[src/rtl/adc_cal_pkg.sv]
package adc_cal_pkg;

    typedef enum logic {
        ST_IDLE,
        ST_WRITE
    } upd_state_t;

    // Nominal gap at boundary j: lowest set bit of j+1 (1,2,1,4,1,2,1,...)
    function automatic int nom_gap(int j);
        for (int b = 0; b < 30; b++) begin
            if ((((j + 1) >> b) % 2) == 1) return 1 << b;
        end
        return 1;
    endfunction

    // Nominal target of segment k in half-LSB units
    function automatic int nom_target2(int k, int ngap);
        int tot;
        int pre;
        tot = 0;
        pre = 0;
        for (int j = 0; j < ngap; j++) begin
            tot += nom_gap(j);
            if (j < k) pre += nom_gap(j);
        end
        return tot - 2 * pre;
    endfunction

endpackage

[src/rtl/adc_cal_period_ctr.sv]
module adc_cal_period_ctr #(
    parameter int PERIOD_W = 11
) (
    input  logic clk,
    input  logic rst_n,
    output logic ovf
);
    logic [PERIOD_W-1:0] cnt_q;

    always_ff @(posedge clk) begin
        if (!rst_n) cnt_q <= '0;
        else        cnt_q <= cnt_q + PERIOD_W'(1);
    end

    // Wrap cycle: the next value is zero
    assign ovf = &cnt_q;
endmodule

[src/rtl/adc_cal_target.sv]
module adc_cal_target #(
    parameter int NSEG  = 8,
    parameter int GAP_W = 6,
    parameter int T2_W  = GAP_W + $clog2(NSEG) + 2
) (
    input  logic [(NSEG-1)*GAP_W-1:0] gap_vec,
    output logic signed [T2_W-1:0]    t2 [NSEG]
);
    localparam int NGAP  = NSEG - 1;
    localparam int SUM_W = T2_W - 2;

    logic [SUM_W-1:0] pre [NSEG];

    assign pre[0] = '0;

    genvar k;
    for (k = 0; k < NGAP; k++) begin : g_pre
        assign pre[k+1] = pre[k] + SUM_W'(gap_vec[k*GAP_W +: GAP_W]);
    end

    // total - 2*prefix, in half-LSB units
    for (k = 0; k < NSEG; k++) begin : g_t2
        assign t2[k] = $signed({2'b00, pre[NGAP]}) - $signed({1'b0, pre[k], 1'b0});
    end
endmodule

[src/rtl/adc_cal_blend.sv]
module adc_cal_blend #(
    parameter int ACC_W   = 18,
    parameter int FRAC_W  = 8,
    parameter int SHIFT_W = 3,
    parameter int OFS_W   = 10,
    parameter int T2_W    = 11
) (
    input  logic signed [ACC_W-1:0] acc_old,
    input  logic signed [T2_W-1:0]  t2,
    input  logic [SHIFT_W-1:0]      shift,
    output logic signed [ACC_W-1:0] acc_new,
    output logic signed [OFS_W-1:0] ofs
);
    logic [SHIFT_W-1:0]     s_eff;
    logic signed [ACC_W:0]  tfx;
    logic signed [ACC_W:0]  diff;
    logic signed [ACC_W:0]  step;
    logic signed [ACC_W:0]  sum;
    logic signed [ACC_W-1:0] rnd;

    // lambda must stay below one: shift 0 behaves as 1
    assign s_eff = (shift == '0) ? SHIFT_W'(1) : shift;

    always_comb begin
        tfx     = (ACC_W+1)'(t2) <<< (FRAC_W - 1);
        diff    = tfx - (ACC_W+1)'(acc_old);
        step    = diff >>> s_eff;
        sum     = (ACC_W+1)'(acc_old) + step;
        acc_new = ACC_W'(sum);
        rnd     = acc_new + ACC_W'(1 << (FRAC_W - 1));
        ofs     = OFS_W'(rnd >>> FRAC_W);
    end
endmodule

[src/rtl/adc_cal_update_ctrl.sv]
module adc_cal_update_ctrl
    import adc_cal_pkg::*;
#(
    parameter int NSEG     = 8,
    parameter int GAP_W    = 6,
    parameter int PERIOD_W = 11,
    parameter int FRAC_W   = 8,
    parameter int SHIFT_W  = 3
) (
    input  logic                                  clk,
    input  logic                                  rst_n,
    input  logic                                  adapt_en,
    input  logic [SHIFT_W-1:0]                    lam_shift,
    input  logic [(NSEG-1)*GAP_W-1:0]             gap_vec,
    input  logic [NSEG-2:0]                       gap_valid,
    output logic                                  wr_en,
    output logic [$clog2(NSEG)-1:0]               wr_addr,
    output logic signed [GAP_W+$clog2(NSEG):0]    wr_data,
    output logic                                  trk_clear
);
    localparam int NGAP   = NSEG - 1;
    localparam int SEG_AW = $clog2(NSEG);
    localparam int SUM_W  = GAP_W + SEG_AW;
    localparam int T2_W   = SUM_W + 2;
    localparam int OFS_W  = SUM_W + 1;
    localparam int ACC_W  = OFS_W + FRAC_W;

    upd_state_t          state_q, state_d;
    logic [SEG_AW-1:0]   idx_q, idx_d;
    logic                ovf;
    logic                upd_start;
    logic [NGAP*GAP_W-1:0] snap_q;
    logic signed [ACC_W-1:0] acc_q [NSEG];
    logic signed [T2_W-1:0]  t2 [NSEG];
    logic signed [ACC_W-1:0] acc_new;
    logic signed [OFS_W-1:0] ofs_new;

    adc_cal_period_ctr #(.PERIOD_W(PERIOD_W)) u_period (
        .clk   (clk),
        .rst_n (rst_n),
        .ovf   (ovf)
    );

    adc_cal_target #(.NSEG(NSEG), .GAP_W(GAP_W), .T2_W(T2_W)) u_target (
        .gap_vec (snap_q),
        .t2      (t2)
    );

    adc_cal_blend #(
        .ACC_W(ACC_W), .FRAC_W(FRAC_W), .SHIFT_W(SHIFT_W),
        .OFS_W(OFS_W), .T2_W(T2_W)
    ) u_blend (
        .acc_old (acc_q[idx_q]),
        .t2      (t2[idx_q]),
        .shift   (lam_shift),
        .acc_new (acc_new),
        .ofs     (ofs_new)
    );

    // Next-state logic
    always_comb begin
        state_d   = state_q;
        idx_d     = idx_q;
        upd_start = 1'b0;
        unique case (state_q)
            ST_IDLE: begin
                if (ovf && adapt_en && (&gap_valid)) begin
                    state_d   = ST_WRITE;
                    idx_d     = '0;
                    upd_start = 1'b1;
                end
            end
            ST_WRITE: begin
                if (idx_q == SEG_AW'(NSEG - 1)) begin
                    state_d = ST_IDLE;
                    idx_d   = '0;
                end else begin
                    idx_d = idx_q + SEG_AW'(1);
                end
            end
            default: state_d = ST_IDLE;
        endcase
    end

    // State register
    always_ff @(posedge clk) begin
        if (!rst_n) begin
            state_q <= ST_IDLE;
            idx_q   <= '0;
        end else begin
            state_q <= state_d;
            idx_q   <= idx_d;
        end
    end

    // Gap snapshot and held fixed-point offsets
    always_ff @(posedge clk) begin
        if (!rst_n) begin
            snap_q <= '0;
            for (int k = 0; k < NSEG; k++) begin
                acc_q[k] <= ACC_W'(nom_target2(k, NGAP) * (2 ** (FRAC_W - 1)));
            end
        end else begin
            if (upd_start) snap_q <= gap_vec;
            if (state_q == ST_WRITE) acc_q[idx_q] <= acc_new;
        end
    end

    // Outputs
    always_comb begin
        wr_en     = (state_q == ST_WRITE);
        wr_addr   = idx_q;
        wr_data   = ofs_new;
        trk_clear = (state_q == ST_WRITE) && (idx_q == SEG_AW'(NSEG - 1));
    end
endmodule

[config.mk]
export PLATFORM = sky130hd
export DESIGN_NAME = adc_cal_update_ctrl
export DESIGN_NICKNAME = d
export VERILOG_FILES = /design/src/rtl/adc_cal_pkg.sv /design/src/rtl/adc_cal_period_ctr.sv /design/src/rtl/adc_cal_target.sv /design/src/rtl/adc_cal_blend.sv /design/src/rtl/adc_cal_update_ctrl.sv
export SDC_FILE = /design/constraint.sdc
export NUM_CORES = 1
export LEC_CHECK = 0
export ABC_AREA = 1
export BUFFER_PORTS_ARGS = -buffer_cell sky130_fd_sc_hd__buf_2
export CAP_MARGIN = 30
export CORE_MARGIN = 2
export CORE_UTILIZATION = 45
export DETAILED_ROUTE_END_ITERATION = 6
export HOLD_SLACK_MARGIN = 0.03
export SLEW_MARGIN = 20
export SYNTH_ARGS = -nofsm -noshare
export SYNTH_HDL_FRONTEND = slang
export SYNTH_SLANG_ARGS = --single-unit
export TNS_END_PERCENT = 30
[constraint.sdc]
create_clock -name clk -period 22.6 [get_ports clk]
set_input_delay 1.13 -clock clk [delete_from_list [all_inputs] [get_ports clk]]
set_output_delay 1.13 -clock clk [all_outputs]
set_load 0.02 [all_outputs]
==> results <==
- The worst hold path class is register to register.
- Of all nets on the critical path, the largest fanout is 9.
- The final layout contains 2,256 nets.
- In this run the deepest clock path goes through 3 buffers.
- Data on the critical path arrives at its endpoint at 12,630 ps.
- Port buffering added 69 buffers.
- The global placement routability congestion is 0.927.
- The kind of critical path is register to output port.
- The library cell contributing the largest single delay on the critical path is sky130_fd_sc_hd__o21ai_0.
- The count of flip-flops with a built-in enable after synthesis is 144.
- The design draws 0.906 mW.
- The clock latency at the later pin of the worst-skew pair is 520 ps.
- The total wire length is 43,600 um.
- The TritonCTS clock tree is built.
- The hold buffer count at cts is 0.
- In this run the remaining antenna-violating nets after routing total 0.
- Setup repair after global routing left no endpoint under its margin.
- The largest stage delay on the critical path is 460 ps.
- Measured on the finished design, the core utilization comes to 0.506.
- The width of the die is 189 um.
- The post-route setup TNS is 0 ps.
- The post-synthesis instance area is 15,400 um2.
- The max-slew violation count is 0.
- Across all register-to-register paths, the minimum setup slack is 10,590 ps.
- The first global-routing pass estimated 69,800 um of wire.
- The cell type contributing the most total cell area after synthesis is sky130_fd_sc_hd__edfxtp_1.
- The net switching fraction of the power is 0.268.
- In the finished design, the share of the clock period the worst path needs comes to 0.609.
- For this run, the register share of the synthesized area comes to 0.359.
- The synthesized design contains 204 register bits.
- 70 I/O pins were placed.
- The die covers 35,700 um2.
- The routed length per placed instance is 17.2 um.
- In this run the tightest slew margin relative to its limit is 0.389.
- For this run, the total global-route usage over all layers was measured as 0.247.
- The switching power of the nets is 0.243 mW.
- The floorplan step defined a core boundary enclosing 33,600 um2.
- For the pin with the worst max-slew slack, the measured transition is 906 ps.
- The total number of placement rows is 67.
- The antenna diode count is 0.
- Of the post-synthesis cell area, the dominant cell type holds 0.281.
- TritonCTS created 23 clock buffers.
- For this run, asynchronously set or reset flops after synthesis account for 0.
- The initial antenna violation count was 0.
- The clock slew at the register clock pins of the worst setup and hold paths is 60 ps.
- The DRC violation count after routing is 0.
- In the synthesized netlist the dominant register cell turns out to be sky130_fd_sc_hd__edfxtp_1.
- Of the total power, the clock network draws 0.411.
- The height of the die is 189 um.
- Timing would allow up to 0.0726 GHz.
- The number of detailed-routing iterations run before antenna repair is 5.
- In the post-synthesis netlist, the biggest area contributors are sky130_fd_sc_hd__edfxtp_1 28%, sky130_fd_sc_hd__ha_1 9.8%, sky130_fd_sc_hd__nand2_1 8.5%, sky130_fd_sc_hd__dfxtp_1 7.8%, sky130_fd_sc_hd__nor2_1 6.9%.
- Max-cap violations in this run came to 0.
- The count of instances resized after the clock tree is built is 0.
- The cell at the root of the clock tree is sky130_fd_sc_hd__clkbuf_16.
- The netlist uses 60 different library cells.
- The type of element capturing the critical path is an output port.
- The number of setup buffers added after CTS is 0.
- The sequential power share is 0.449.
- The maximum number of pins on one net before global-route repair is 85.
- Final hold analysis gives a worst-case slack of 445 ps.
- After the first detailed-routing iteration, the DRC count stood at 1,174.
- The run finished with clean final reports.
- Using the TritonRoute via totals, the vias-per-cell ratio works out to 5.36.
- STA classifies the critical path startpoint as a register.
- For this run the aggregate overflow at the end of global routing stands at 0.
- The number of warning messages in the yosys log is 0.
- The analysis attributes to cell leakage a power of 7.70 nW.
- The number of failing hold endpoints at the final stage was 0.
- Subtracting the final worst setup slack from the clock period gives 13,760 ps.
- The CTS sink count is 204.
- The half-perimeter wire length after placement is 32,700 um.
- At the worst endpoint, the required time is 21,470 ps.
- In the synthesized netlist, the number of instances is 2,011.
- Of the total power, combinational logic draws 0.140.
- The internal power summed over all cells is 0.663 mW.
- Each instance of the synthesized netlist takes up on average 7.65 um2.
- The deepest level of the CTS H-tree is 1.
- The net count after synthesis is 2,200.
- The ratio of cells with drive above 1 in the final layout is 0.106.
- The via count is 13,600.
- The worst-case IR drop observed on VDD is 0.0540 mV.
- The power per cell area is 53.3 nW/um2.
- Setup violations remaining at the end of the flow were counted as 0.
- The clock skew is 9.55 ps.
- The starting utilization of the core area is 0.457.
- The signed area change from the synthesized netlist to the final layout is 10.6%.
- The number of global-route vias before repair is 12,800.
==> path summary, 6_finish.rpt <==
kind	startpoint	endpoint	cells past startpoint
max	snap_q[0]	wr_data[9]	60
min	u_period.cnt_q[0]	u_period.cnt_q[0]	1
max reg2reg	snap_q[0]	acc_q[7][17]	60
min reg2reg	u_period.cnt_q[0]	u_period.cnt_q[0]	1
==> cell usage in the layout, fill, tap and decap left out, types with 10 or more instances in the layout <==
cell type / Yosys / routed
sky130_fd_sc_hd__buf_2: 11 / 69
sky130_fd_sc_hd__nand2_2: 21 / 22
sky130_fd_sc_hd__nand3_1: 90 / 90
sky130_fd_sc_hd__fa_1: 14 / 14
sky130_fd_sc_hd__nand3_2: 13 / 13
sky130_fd_sc_hd__clkinv_1: 12 / 13
sky130_fd_sc_hd__nand4_1: 10 / 10
sky130_fd_sc_hd__xnor2_1: 17 / 16
sky130_fd_sc_hd__or2_2: 12 / 12
sky130_fd_sc_hd__clkbuf_16: 0 / 23
sky130_fd_sc_hd__o21ai_1: 21 / 21
sky130_fd_sc_hd__edfxtp_1: 144 / 144
sky130_fd_sc_hd__xor2_1: 62 / 62
sky130_fd_sc_hd__inv_1: 259 / 259
sky130_fd_sc_hd__nand2_1: 347 / 346
sky130_fd_sc_hd__dfxtp_1: 60 / 59
sky130_fd_sc_hd__nor2_1: 281 / 281
sky130_fd_sc_hd__nor3_1: 13 / 13
sky130_fd_sc_hd__ha_1: 120 / 120
sky130_fd_sc_hd__o21ai_0: 162 / 162
sky130_fd_sc_hd__buf_4: 0 / 12
sky130_fd_sc_hd__a21oi_1: 137 / 137
sky130_fd_sc_hd__o21bai_1: 17 / 17
sky130_fd_sc_hd__o22ai_1: 29 / 29
==> metrics by stage <==
stage | cells | cell area, um2 | setup slack, ps
after floorplan | 2011 | 15400 | 11090
after global placement | 2480 | 16100 | 9750
after detailed placement | 2486 | 16200 | 9560
after CTS | 2526 | 16900 | 8930
after global routing | 2530 | 17000 | 7740
final | 2530 | 17000 | 8840
==> kinds of logic (layout without fill, tap and decap cells) <==
logic type | Yosys count | count (layout) | synth area share
DFF | 204 | 204 | 0.359
buffers and inverters | 341 | 412 | 0.0874
muxes | 5 | 5 | 0.00325
AOI/OAI and AO/OA | 423 | 423 | 0.155
xor gates and xnor gates | 80 | 80 | 0.0468
adders and majority gates | 134 | 134 | 0.116
and+or+nand+nor | 824 | 824 | 0.232
==> flip-flops by register name, indices dropped and copies added, names as in the netlist, named ones only <==
signal	count
acc_q	144
snap_q	42
u_period.cnt_q	11
wr_addr	3
wr_en	1
==> final cells by class <==
cell class / count / area, um2
well taps: 448 / 561
clock inverters: 14 / 160
clock buffers: 26 / 587
multi-input cells: 1466 / 8520
fillers: 3303 / 16600
flip-flops and latches: 204 / 5530
repair buffers: 90 / 592
inverters: 282 / 1060
==> per-layer routing <==
metal	GRT usage	vias up	part of all wire
met2	0.379	441	0.43
met3	0.0345	64	0.079
met1	0.366	6234	0.47
met5	0	-	0
li1	-	6819	-
met4	0.0655	0	0.023
==> synth_stat cells, drive strengths merged (4+ instances only) <==
master  number
o21bai      17
a211oi       9
nor2       289
nor3        15
a32o         4
o22ai       29
nand3b       4
nand2      375
nand3      103
fa          14
o21ai      192
nor4         4
mux2i        5
clkbuf      40
or2         18
a221oi       7
o221ai       4
a21oi      140
nand4       10
o211ai       6
inv        270
dfxtp       60
xor2        63
and2         4
buf         19
ha         120
clkinv      12
xnor2       17
edfxtp     144
==> power groups by stage <==
stage	registers, mW	logic [mW]	clock network, mW
after floorplan	0.415	0.0813	0
after detailed placement	0.415	0.125	0
after CTS	0.407	0.125	0.378
after global placement	0.415	0.122	0
after global routing	0.408	0.139	0.395
final	0.407	0.126	0.373
==> worst max-delay path: cells and delay by family, from the launching register on <==
family                   cells  cell delay (ps)
flip-flops                   1              350
adder cells (fa/ha/maj)     10             3250
AO/OA/AOI/OAI                8             1980
buffers and inverters       12             1420
AND/OR/NAND/NOR             22             3190
XOR/XNOR                     8             1930
Note: power is estimated with default switching activity, not from simulation.
